<file path="config.mk">
export PLATFORM = sky130hd
export DESIGN_NAME = region_guard
export DESIGN_NICKNAME = d
export VERILOG_FILES = /design/src/rtl/region_guard_pkg.sv /design/src/rtl/rg_regs.sv /design/src/rtl/rg_region_match.sv /design/src/rtl/rg_priority.sv /design/src/rtl/region_guard.sv
export SDC_FILE = /design/constraint.sdc
export NUM_CORES = 2
export LEC_CHECK = 0
export BUFFER_PORTS_ARGS = -buffer_cell sky130_fd_sc_hd__buf_2
export CORE_MARGIN = 2
export CORE_UTILIZATION = 50
export DETAILED_ROUTE_END_ITERATION = 6
export GPL_TIMING_DRIVEN = 0
export PLACE_DENSITY = 0.64
export SLEW_MARGIN = 20
export SYNTH_ARGS = -nofsm -noshare
export SYNTH_HDL_FRONTEND = slang
export SYNTH_SLANG_ARGS = --single-unit
</file>
<file path="constraint.sdc">
create_clock -name clk -period 12 [get_ports clk]
set_input_delay 1.2 -clock clk [delete_from_list [all_inputs] [get_ports clk]]
set_output_delay 1.2 -clock clk [all_outputs]
set_load 0.005 [all_outputs]
</file>
<file path="src/rtl/region_guard_pkg.sv">
package region_guard_pkg;

    localparam int MAX_AW        = 64;
    localparam int REG_W         = 32;
    localparam int SIZE_W        = 6;
    localparam int PERM_W        = 4;
    localparam int MIN_SIZE_CODE = 14;
    localparam int MAX_REGIONS   = 16;
    localparam int OFS_W         = 12;

    // Word selector inside one region's 16-byte slot
    localparam logic [1:0] SLOT_BASE_LO = 2'd0;
    localparam logic [1:0] SLOT_BASE_HI = 2'd1;
    localparam logic [1:0] SLOT_ATTR    = 2'd2;

    localparam logic [OFS_W-1:0] OFS_BUILD = 12'h000;
    localparam logic [OFS_W-1:0] OFS_INV   = 12'h034;
    localparam logic [3:0]       PAGE_RGN  = 4'h1;

    typedef struct packed {
        logic [MAX_AW-1:0] base;
        logic              en;
        logic [SIZE_W-1:0] size;
        logic [PERM_W-1:0] perm;
    } rgn_cfg_t;

endpackage

</file>
<file path="src/rtl/rg_regs.sv">
module rg_regs
    import region_guard_pkg::*;
#(
    parameter int NUM_REGIONS = 9,
    parameter int ADDR_W      = 64
) (
    input  logic                             clk,
    input  logic                             rst_n,
    input  logic                             reg_we,
    input  logic [OFS_W-1:0]                 reg_addr,
    input  logic [REG_W-1:0]                 reg_wdata,
    output logic [REG_W-1:0]                 reg_rdata,
    output rgn_cfg_t [NUM_REGIONS-1:0]       rgn_cfg
);

    localparam int SEL_W = $clog2(NUM_REGIONS);
    localparam logic [3:0] LAST_IDX = 4'(NUM_REGIONS - 1);
    localparam logic [MAX_AW-1:0] BASE_MASK = {MAX_AW{1'b1}} >> (MAX_AW - ADDR_W);
    localparam logic [REG_W-1:0] BUILD_WORD =
        {18'd0, 6'(ADDR_W - 1), 4'd0, 4'(NUM_REGIONS - 1)};

    typedef struct packed {
        rgn_cfg_t [NUM_REGIONS-1:0] rgn;
        logic                       inv;
    } state_t;

    state_t st_d, st_q;

    logic             aligned;
    logic             in_rgn_page;
    logic [3:0]       rgn_idx;
    logic             idx_ok;
    logic [SEL_W-1:0] idx_sel;
    logic [1:0]       slot;
    logic             hit_rgn;
    logic             hit_inv;
    logic             hit_build;

    always_comb begin
        aligned     = (reg_addr[1:0] == 2'b00);
        in_rgn_page = (reg_addr[11:8] == PAGE_RGN);
        rgn_idx     = reg_addr[7:4];
        slot        = reg_addr[3:2];
        idx_ok      = (rgn_idx <= LAST_IDX);
        idx_sel     = rgn_idx[SEL_W-1:0];
        hit_rgn     = aligned && in_rgn_page && idx_ok;
        hit_inv     = aligned && (reg_addr == OFS_INV);
        hit_build   = aligned && (reg_addr == OFS_BUILD);
    end

    // Next-state computation
    always_comb begin
        st_d = st_q;
        if (reg_we) begin
            if (hit_inv) begin
                st_d.inv = reg_wdata[0];
            end else if (hit_rgn) begin
                case (slot)
                    SLOT_BASE_LO: st_d.rgn[idx_sel].base[31:0]  = reg_wdata & BASE_MASK[31:0];
                    SLOT_BASE_HI: st_d.rgn[idx_sel].base[63:32] = reg_wdata & BASE_MASK[63:32];
                    SLOT_ATTR: begin
                        st_d.rgn[idx_sel].en   = reg_wdata[0];
                        st_d.rgn[idx_sel].size = reg_wdata[6:1];
                        st_d.rgn[idx_sel].perm = reg_wdata[31:28];
                    end
                    default: ;
                endcase
            end
        end
    end

    always_ff @(posedge clk) begin
        if (!rst_n) begin
            st_q <= '0;
        end else begin
            st_q <= st_d;
        end
    end

    // Combinational read path
    always_comb begin
        reg_rdata = '0;
        if (hit_build) begin
            reg_rdata = BUILD_WORD;
        end else if (hit_inv) begin
            reg_rdata = {31'd0, st_q.inv};
        end else if (hit_rgn) begin
            case (slot)
                SLOT_BASE_LO: reg_rdata = st_q.rgn[idx_sel].base[31:0];
                SLOT_BASE_HI: reg_rdata = st_q.rgn[idx_sel].base[63:32];
                SLOT_ATTR:    reg_rdata = {st_q.rgn[idx_sel].perm, 21'd0,
                                           st_q.rgn[idx_sel].size, st_q.rgn[idx_sel].en};
                default:      reg_rdata = '0;
            endcase
        end
    end

    assign rgn_cfg = st_q.rgn;

    // a write aimed past the last region leaves the table untouched
    p_oob_ignored_r11: assert property (@(posedge clk) disable iff (!rst_n)
        (reg_we && in_rgn_page && !idx_ok) |=> $stable(st_q.rgn));

    // an attribute write is visible in the stored permissions next cycle
    p_attr_commit_r10: assert property (@(posedge clk) disable iff (!rst_n)
        (reg_we && hit_rgn && slot == SLOT_ATTR)
        |=> (st_q.rgn[$past(idx_sel)].perm == $past(reg_wdata[31:28])));

endmodule

</file>
<file path="src/rtl/rg_region_match.sv">
module rg_region_match
    import region_guard_pkg::*;
#(
    parameter int ADDR_W = 64,
    parameter bit IS_BG  = 1'b0
) (
    input  logic              clk,
    input  logic              rst_n,
    input  logic [MAX_AW-1:0] base,
    input  logic [SIZE_W-1:0] size_code,
    input  logic              en,
    input  logic [ADDR_W-1:0] acc_addr,
    output logic              hit
);

    logic [SIZE_W-1:0] eff_size;
    logic [MAX_AW-1:0] keep;
    logic [MAX_AW-1:0] diff;
    logic              addr_eq;

    always_comb begin
        eff_size = (size_code < SIZE_W'(MIN_SIZE_CODE)) ? SIZE_W'(MIN_SIZE_CODE) : size_code;
        for (int b = 0; b < MAX_AW; b++) begin
            keep[b] = (b > int'(eff_size));
        end
        diff    = (MAX_AW'(acc_addr) ^ base) & keep;
        addr_eq = (diff == '0);
        hit     = IS_BG || (en && addr_eq);
    end

    // a disabled overlay region must not claim any access
    p_disabled_quiet_r4: assert property (@(posedge clk) disable iff (!rst_n)
        (!IS_BG && !en) |-> !hit);

endmodule

</file>
<file path="src/rtl/rg_priority.sv">
module rg_priority
    import region_guard_pkg::*;
#(
    parameter int NUM_REGIONS = 9
) (
    input  logic [NUM_REGIONS-1:0]             hit,
    input  logic [NUM_REGIONS-1:0][PERM_W-1:0] perm,
    input  logic                               acc_write,
    input  logic                               acc_secure,
    output logic                               allow
);

    logic [PERM_W-1:0] win_perm;

    always_comb begin
        win_perm = '0;
        for (int i = 0; i < NUM_REGIONS; i++) begin
            if (hit[i]) begin
                win_perm = perm[i];
            end
        end
        // index: secure read 3, secure write 2, non-secure read 1, non-secure write 0
        allow = win_perm[{acc_secure, ~acc_write}];
    end

endmodule

</file>
<file path="src/rtl/region_guard.sv">
module region_guard
    import region_guard_pkg::*;
#(
    parameter int NUM_REGIONS = 9,
    parameter int ADDR_W      = 64
) (
    input  logic              clk,
    input  logic              rst_n,
    input  logic              reg_we,
    input  logic [11:0]       reg_addr,
    input  logic [31:0]       reg_wdata,
    output logic [31:0]       reg_rdata,
    input  logic [ADDR_W-1:0] acc_addr,
    input  logic              acc_write,
    input  logic              acc_secure,
    output logic              acc_allow
);

    rgn_cfg_t [NUM_REGIONS-1:0]             rgn_cfg;
    logic     [NUM_REGIONS-1:0]             hit;
    logic     [NUM_REGIONS-1:0][PERM_W-1:0] perm;

    rg_regs #(
        .NUM_REGIONS (NUM_REGIONS),
        .ADDR_W      (ADDR_W)
    ) i_regs (
        .clk       (clk),
        .rst_n     (rst_n),
        .reg_we    (reg_we),
        .reg_addr  (reg_addr),
        .reg_wdata (reg_wdata),
        .reg_rdata (reg_rdata),
        .rgn_cfg   (rgn_cfg)
    );

    for (genvar g = 0; g < NUM_REGIONS; g++) begin : g_rgn
        rg_region_match #(
            .ADDR_W (ADDR_W),
            .IS_BG  (g == 0)
        ) i_match (
            .clk       (clk),
            .rst_n     (rst_n),
            .base      (rgn_cfg[g].base),
            .size_code (rgn_cfg[g].size),
            .en        (rgn_cfg[g].en),
            .acc_addr  (acc_addr),
            .hit       (hit[g])
        );
        assign perm[g] = rgn_cfg[g].perm;
    end

    rg_priority #(
        .NUM_REGIONS (NUM_REGIONS)
    ) i_prio (
        .hit        (hit),
        .perm       (perm),
        .acc_write  (acc_write),
        .acc_secure (acc_secure),
        .allow      (acc_allow)
    );

    // Checker state: has any register write happened since reset
    logic written_d, written_q;

    always_comb begin
        written_d = written_q | reg_we;
    end

    always_ff @(posedge clk) begin
        if (!rst_n) begin
            written_q <= 1'b0;
        end else begin
            written_q <= written_d;
        end
    end

    // with untouched registers, nothing is allowed
    p_reset_deny_r1: assert property (@(posedge clk) disable iff (!rst_n)
        !written_q |-> !acc_allow);

    // with no write in the previous cycle and steady inputs, the decision holds
    p_hold_stable_r10: assert property (@(posedge clk) disable iff (!rst_n)
        ($past(!reg_we) && $stable(acc_addr) && $stable(acc_write) && $stable(acc_secure))
        |-> $stable(acc_allow));

endmodule

</file>
## Yosys cells after proc, flatten, opt, wreduce, memory -nomap -nowiden

Cells that the tools add are included.

| word-level totals | value |
|---|---|
| bits in latches | 0 |
| input port bits | 113 |
| flip-flop bits (word level) | 676 |
| memories kept | 0 |
| memory bits (writable) | 0 |
| word-level logic and storage cells | 642 |
| bits in read-only memories | 0 |

| operators by class | value |
|---|---|
| shift-type cells | 0 |
| order comparisons | 516 |
| mux-type cells | 40 |
| $add $sub $neg | 0 |
| bitwise gates (word level) | 18 |
| div/mod/pow operators | 0 |
| reductions and logical operators | 27 |
| multipliers | 0 |
| equal/unequal tests | 4 |

Operator list:

| cell | number |
|---|---|
| $bwmux 675 | 5 |
| $pmux 675 s3 | 1 |
| $gt 6x6->1 const A | 256 |
| $demux 75 s4 | 5 |
| $gt 5x6->1 const A | 128 |
| $and 64x64->64 | 8 |
| $logic_not 64->1 | 8 |
| $xor 64x64->64 | 8 |
| $gt 4x6->1 const A | 64 |
| $bmux 75 s4 | 1 |
| $gt 3x6->1 const A | 32 |
| $mux 75 | 2 |
| $gt 2x6->1 const A | 16 |
| $mux 32 | 3 |
| $pmux 32 s3 | 1 |
| $gt 1x6->1 const A | 8 |
| $lt 6x4->1 const B | 8 |
| $mux 6 | 8 |
| $mux 43 | 1 |
| $mux 4 | 9 |
| $logic_and 1x1->1 | 13 |
| $eq 12x6->1 const B | 1 |
| $logic_not 12->1 | 1 |
| $mux 11 | 1 |
| other kinds (15) | 17 |

## Logic depth before layout (Yosys ltp)

| logic depth | value |
|---|---|
| depth in word-level cells | 16 |
| depth in mapped cells | 14 |
| gate-level depth less buffers | 11 |

## By module

Synthesis repeated with hierarchy kept, for this count alone.

| second synthesis, totals | value |
|---|---|
| cells, all modules | 5106 |
| area total of the unflattened synthesis | 45259.7 µm² |

By module, submodules not included:

| module | cells each | seq. area each (µm²) | area each (µm²) | times used |
|---|---|---|---|---|
| rg_regs | 3665 | 13533.0 | 35668.0 | 1 |
| rg_region_match at g_rgn[1].i_match ... | 171 | 0.0 | 1143.6 | 8 |
| rg_priority | 71 | 0.0 | 431.7 | 1 |
| rg_region_match at g_rgn[0].i_match | 2 | 0.0 | 11.3 | 1 |

## Worst setup path after synthesis

OpenSTA, ideal clock, no wires.

| path | value |
|---|---|
| kind | input -> output |
| start point | in acc_addr[24] |
| end point | out acc_allow |
| data arrival time | 4.318 ns |
| setup slack | 6.482 ns |
| path buffers | 2 |
| stages | 12 |
| cell sequence | clkbuf_1 > xnor2_1 > o311ai_1 > or4_1 > or4_1 > or4_1 > buf_2 > nor2_2 > nor2_1 > o311a_1 > o211a_1 > a221oi_2 |

| between the ends | value |
|---|---|
| cells in the longest elaborated chain, start to end | 14 |

Ends and longest elaborated chain:

| what | line | RTL |
|---|---|---|
| from (decl) | region_guard.sv:13 | `input logic [ADDR_W-1:0] acc_addr,` |
| $xor 64x64->64 | rg_region_match.sv:26 | `diff = (MAX_AW'(acc_addr) ^ base) & keep;` |
| $and 64x64->64 | rg_region_match.sv:26 |  |
| $logic_not 64->1 | rg_region_match.sv:27 | `addr_eq = (diff == '0);` |
| $logic_and 1x1->1 | rg_region_match.sv:28 | `hit = IS_BG \|\| (en && addr_eq);` |
| $mux 4 (7 in series) | rg_priority.sv:18 | `if (hit[i]) begin` |
| $mux 4 * | rg_priority.sv:18 |  |
| $bmux 1 s2 * | rg_priority.sv:23 | `allow = win_perm[{acc_secure, ~acc_write}];` |
| $mux 1 (implied by the code) * | rg_priority.sv:23 |  |
| to (decl) | region_guard.sv:16 | `output logic acc_allow` |

Mark *: on every way between the ends. The rest lies on a longest branch, timed or not. The select of a mux whose other input is x is not followed.

## Worst setup path in the final report

| path | value |
|---|---|
| start point | in acc_addr[43] |
| end point | out acc_allow |

Same word-level chain as after synthesis.

==> results.json <==
{
  "synth_seq_cells": 676,
  "synth_ff_type": "dfxtp_1",
  "cp_cell_sequence": "clkbuf_1 > xor2_1 > a211oi_1 > nor3_1 > a2111oi_0 > nand4_1 > nor2_1 > mux2_2 > o21ai_1 > a211oi_1 > o41ai_1 > a221oi_2 > buf_2",
  "finalCritPeriodShare_pct": 66.6,
  "required_ps": 10800,
  "yosysMostFrequentCell": "nor2b_1",
  "grt_antenna_before_repair": 30,
  "final_nets": 4686,
  "worstSkewPairLatency_ps": 660,
  "p_sw_share_pct": 28.3,
  "path_clk_slew_ps": 70,
  "drt_iter0_drc": 8117,
  "violations": "DRC",
  "hpwl_um": 169000,
  "vias_per_cell": 7.30,
  "synth_top_cell_by_area": "dfxtp_1",
  "grt_use_met1_pct": 69.1,
  "overflow": 0,
  "fp.dieArea_mm2": 0.0809,
  "setup_viol": 0,
  "comb_power_share_pct": 10.2,
  "die_x_um": 284,
  "cap_violations": 0,
  "path_buf_inv": 2,
  "antenna_left": 0,
  "clock.fmax_ghz": 0.125,
  "dp_cells": 5529,
  "synth_common_cells": "nor2b_1 (767), a22oi_1 (701), dfxtp_1 (676)",
  "placeableCoreArea_mm2": 0.0776,
  "power_density_mw_per_mm2": 123,
  "end_kind": "output pin",
  "drt_wl_total_um": 220000,
  "finalPower_mw": 5.37,
  "cts_made_buffers": 78,
  "finClkSkew_ps": 0,
  "worstPathMaxFanout": 8,
  "power.share.clock_pct": 48.0,
  "dr.pass1.iters": 7,
  "row_count": 102,
  "cts.sinks": 676,
  "portBuffers": 47,
  "synthCells": 4439,
  "io_pins": 146,
  "slew_headroom_pct": 2.43,
  "p_switching_mw": 1.52,
  "cts_tree": "done",
  "worstMarginPinSlew_ps": 1460,
  "use_met2_pct": 68.6,
  "gp_congestion": 1.11,
  "die_y_um": 284,
  "hold_class": "reg -> reg",
  "grt_use_met3_pct": 25.0,
  "busiest_layer": "met1",
  "max-vdd-ir-drop_mv": 0.119,
  "finalMaxSlewViolations": 0,
  "drc": 18,
  "syn_area_per_cell_um2": 8.85,
  "synth_edf_count": 0,
  "hold_viol_final": 0,
  "yosys_warnings": 0,
  "post_cts_buffers": 0,
  "cts_buffer_depth": 3,
  "crit_family": "compound AO/OA/AOI/OAI gates",
  "start_kind": "input pin",
  "min_period_ps": 7990,
  "power_leakage_nw": 13.4,
  "grt_usage_pct": 52.4,
  "async_flop_share_pct": 0,
  "grt_setup_unrepaired": "no",
  "synthesis.area_mm2": 0.0393,
  "grt_pass1_vias": 37900,
  "cts-root-buf": "clkbuf_16",
  "arrival_ps": 6790,
  "setup_ws_ps": 4010,
  "cts_resized": 0,
  "wl_per_cell_um": 38.8,
  "p_seq_share_pct": 41.8,
  "synth-seq-area-share_pct": 34.4,
  "syn_nets": 4556,
  "ys_types": 80,
  "area_growth_pct": 11.1,
  "initial_core_util_pct": 50.7,
  "synth.top_cell.area_share_pct": 34.4,
  "finalSetupTns_ps": 0,
  "hold_buffers": 0,
  "outcome": "finished with violations",
  "grt_pass1_wl_um": 297000,
  "ctsHtreeMaxLevel": 3,
  "grt_max_degree": 14,
  "drive_above_1_share_pct": 8.28,
  "vias": 41400,
  "layout.cells.non_filler": 5676,
  "worst_path_most_repeated_cell": "a211oi_1",
  "slowest_delay_ps": 1120,
  "p_int_mw": 3.84,
  "synth_area_leaders": "dfxtp_1 (34%), a22oi_1 (13%), nor2b_1 (12%), mux4_2 (8.6%), xnor2_1 (4.7%)",
  "crit_slowest_cell": "a211oi_1",
  "place_ws_ps": 4610,
  "path_class": "in -> out"
}
[tightest hold or removal path, cell delays in order (launching register included)]
cell	delay (ps)
dfxtp_1	310
nand2_1	50
a21boi_0	70
[metal layers]
layer  share of wire, %  vias up
met4                7.4       22
met1                 37    20200
met5              0.092        -
met2                 38     3969
li1                   -    16400
met3                 17      828
[metrics by stage]
| step | util (%) | hold WS [ps] | cell area [um2] |
|---|---|---|---|
| 2_1_floorplan | - | 444 | 39300 |
| 6_report | 56.3 | 489 | 43700 |
| 5_1_grt | 56.3 | 508 | 43600 |
| 4_1_cts | 56.2 | 486 | 43600 |
| 3_3_place_gp | 52.6 | 462 | 40800 |
| 3_5_place_dp | 52.8 | 478 | 40900 |
[layout by cell type (no fill, tap or decap), types with 9 or more instances in the layout]
master / Yosys / routed
a2111oi_0: 12 / 11
a211oi_1: 16 / 16
a21o_1: 15 / 15
a21oi_1: 205 / 205
a222oi_1: 12 / 12
a22oi_1: 701 / 701
a31oi_1: 39 / 39
a41oi_1: 10 / 10
and2_1: 24 / 24
and3_1: 12 / 12
buf_1: 32 / 22
buf_2: 5 / 60
clkbuf_1: 472 / 471
clkbuf_16: 0 / 78
clkbuf_2: 0 / 20
clkbuf_8: 0 / 17
dfxtp_1: 676 / 676
diode_2: 0 / 10
inv_1: 34 / 34
mux4_2: 150 / 150
nand2_1: 161 / 161
nand2b_1: 13 / 13
nand3_1: 53 / 53
nand4_1: 25 / 25
nand4b_1: 12 / 12
nor2_1: 132 / 131
nor2b_1: 767 / 767
nor3_1: 31 / 30
nor4_1: 13 / 11
o2111ai_1: 14 / 13
o211ai_1: 13 / 13
o21a_1: 11 / 11
o21ai_0: 177 / 176
o21ai_1: 21 / 19
o22ai_1: 17 / 17
o31ai_1: 24 / 24
or4_1: 9 / 9
xnor2_1: 211 / 211
xor2_1: 183 / 183
[area by class of cell]
class | count | area (um2)
Antenna cell | 10 | 25.0
Buffer | 512 | 1970
Clock buffer | 112 | 2250
Clock inverter | 25 | 420
Fill cell | 7334 | 33900
Inverter | 34 | 128
Multi-Input combinational cell | 3217 | 23700
Sequential cell | 676 | 13500
Tap cell | 1040 | 1300
Timing Repair Buffer | 50 | 289
[logic make-up (layout without fill, tap and decap cells)]
family | after synthesis | count (layout) | share of synthesized area [%]
simple gates | 1296 | 1296 | 18.8
xor+xnor | 394 | 394 | 8.78
buf+inv | 546 | 733 | 5.26
compound gates | 1371 | 1371 | 24.0
fa+ha+maj | 4 | 4 | 0.127
mux | 152 | 152 | 8.65
other cells | 0 | 10 | 0
flops | 676 | 676 | 34.4
[worst paths after layout]
| kind | start | end | slack (ps) | cells past startpoint |
|---|---|---|---|---|
| hold reg to reg | i_regs.st_q[0] | i_regs.st_q[0] | 490 | 2 |
| setup reg to reg | flop | flop | 10100 | 5 |
| setup / recovery | acc_addr[43] | acc_allow | 4010 | 13 |
| hold / removal | i_regs.st_q[0] | i_regs.st_q[0] | 490 | 2 |
[power groups by stage]
stage	sequential [mW]	combinational (mW)	clock, mW
6_report	2.24	0.548	2.57
3_3_place_gp	2.29	0.497	0
3_5_place_dp	2.29	0.498	0
5_1_grt	2.24	0.531	2.63
2_1_floorplan	2.29	0.252	0
4_1_cts	2.24	0.501	2.54
(Power assumes the default switching activity.)
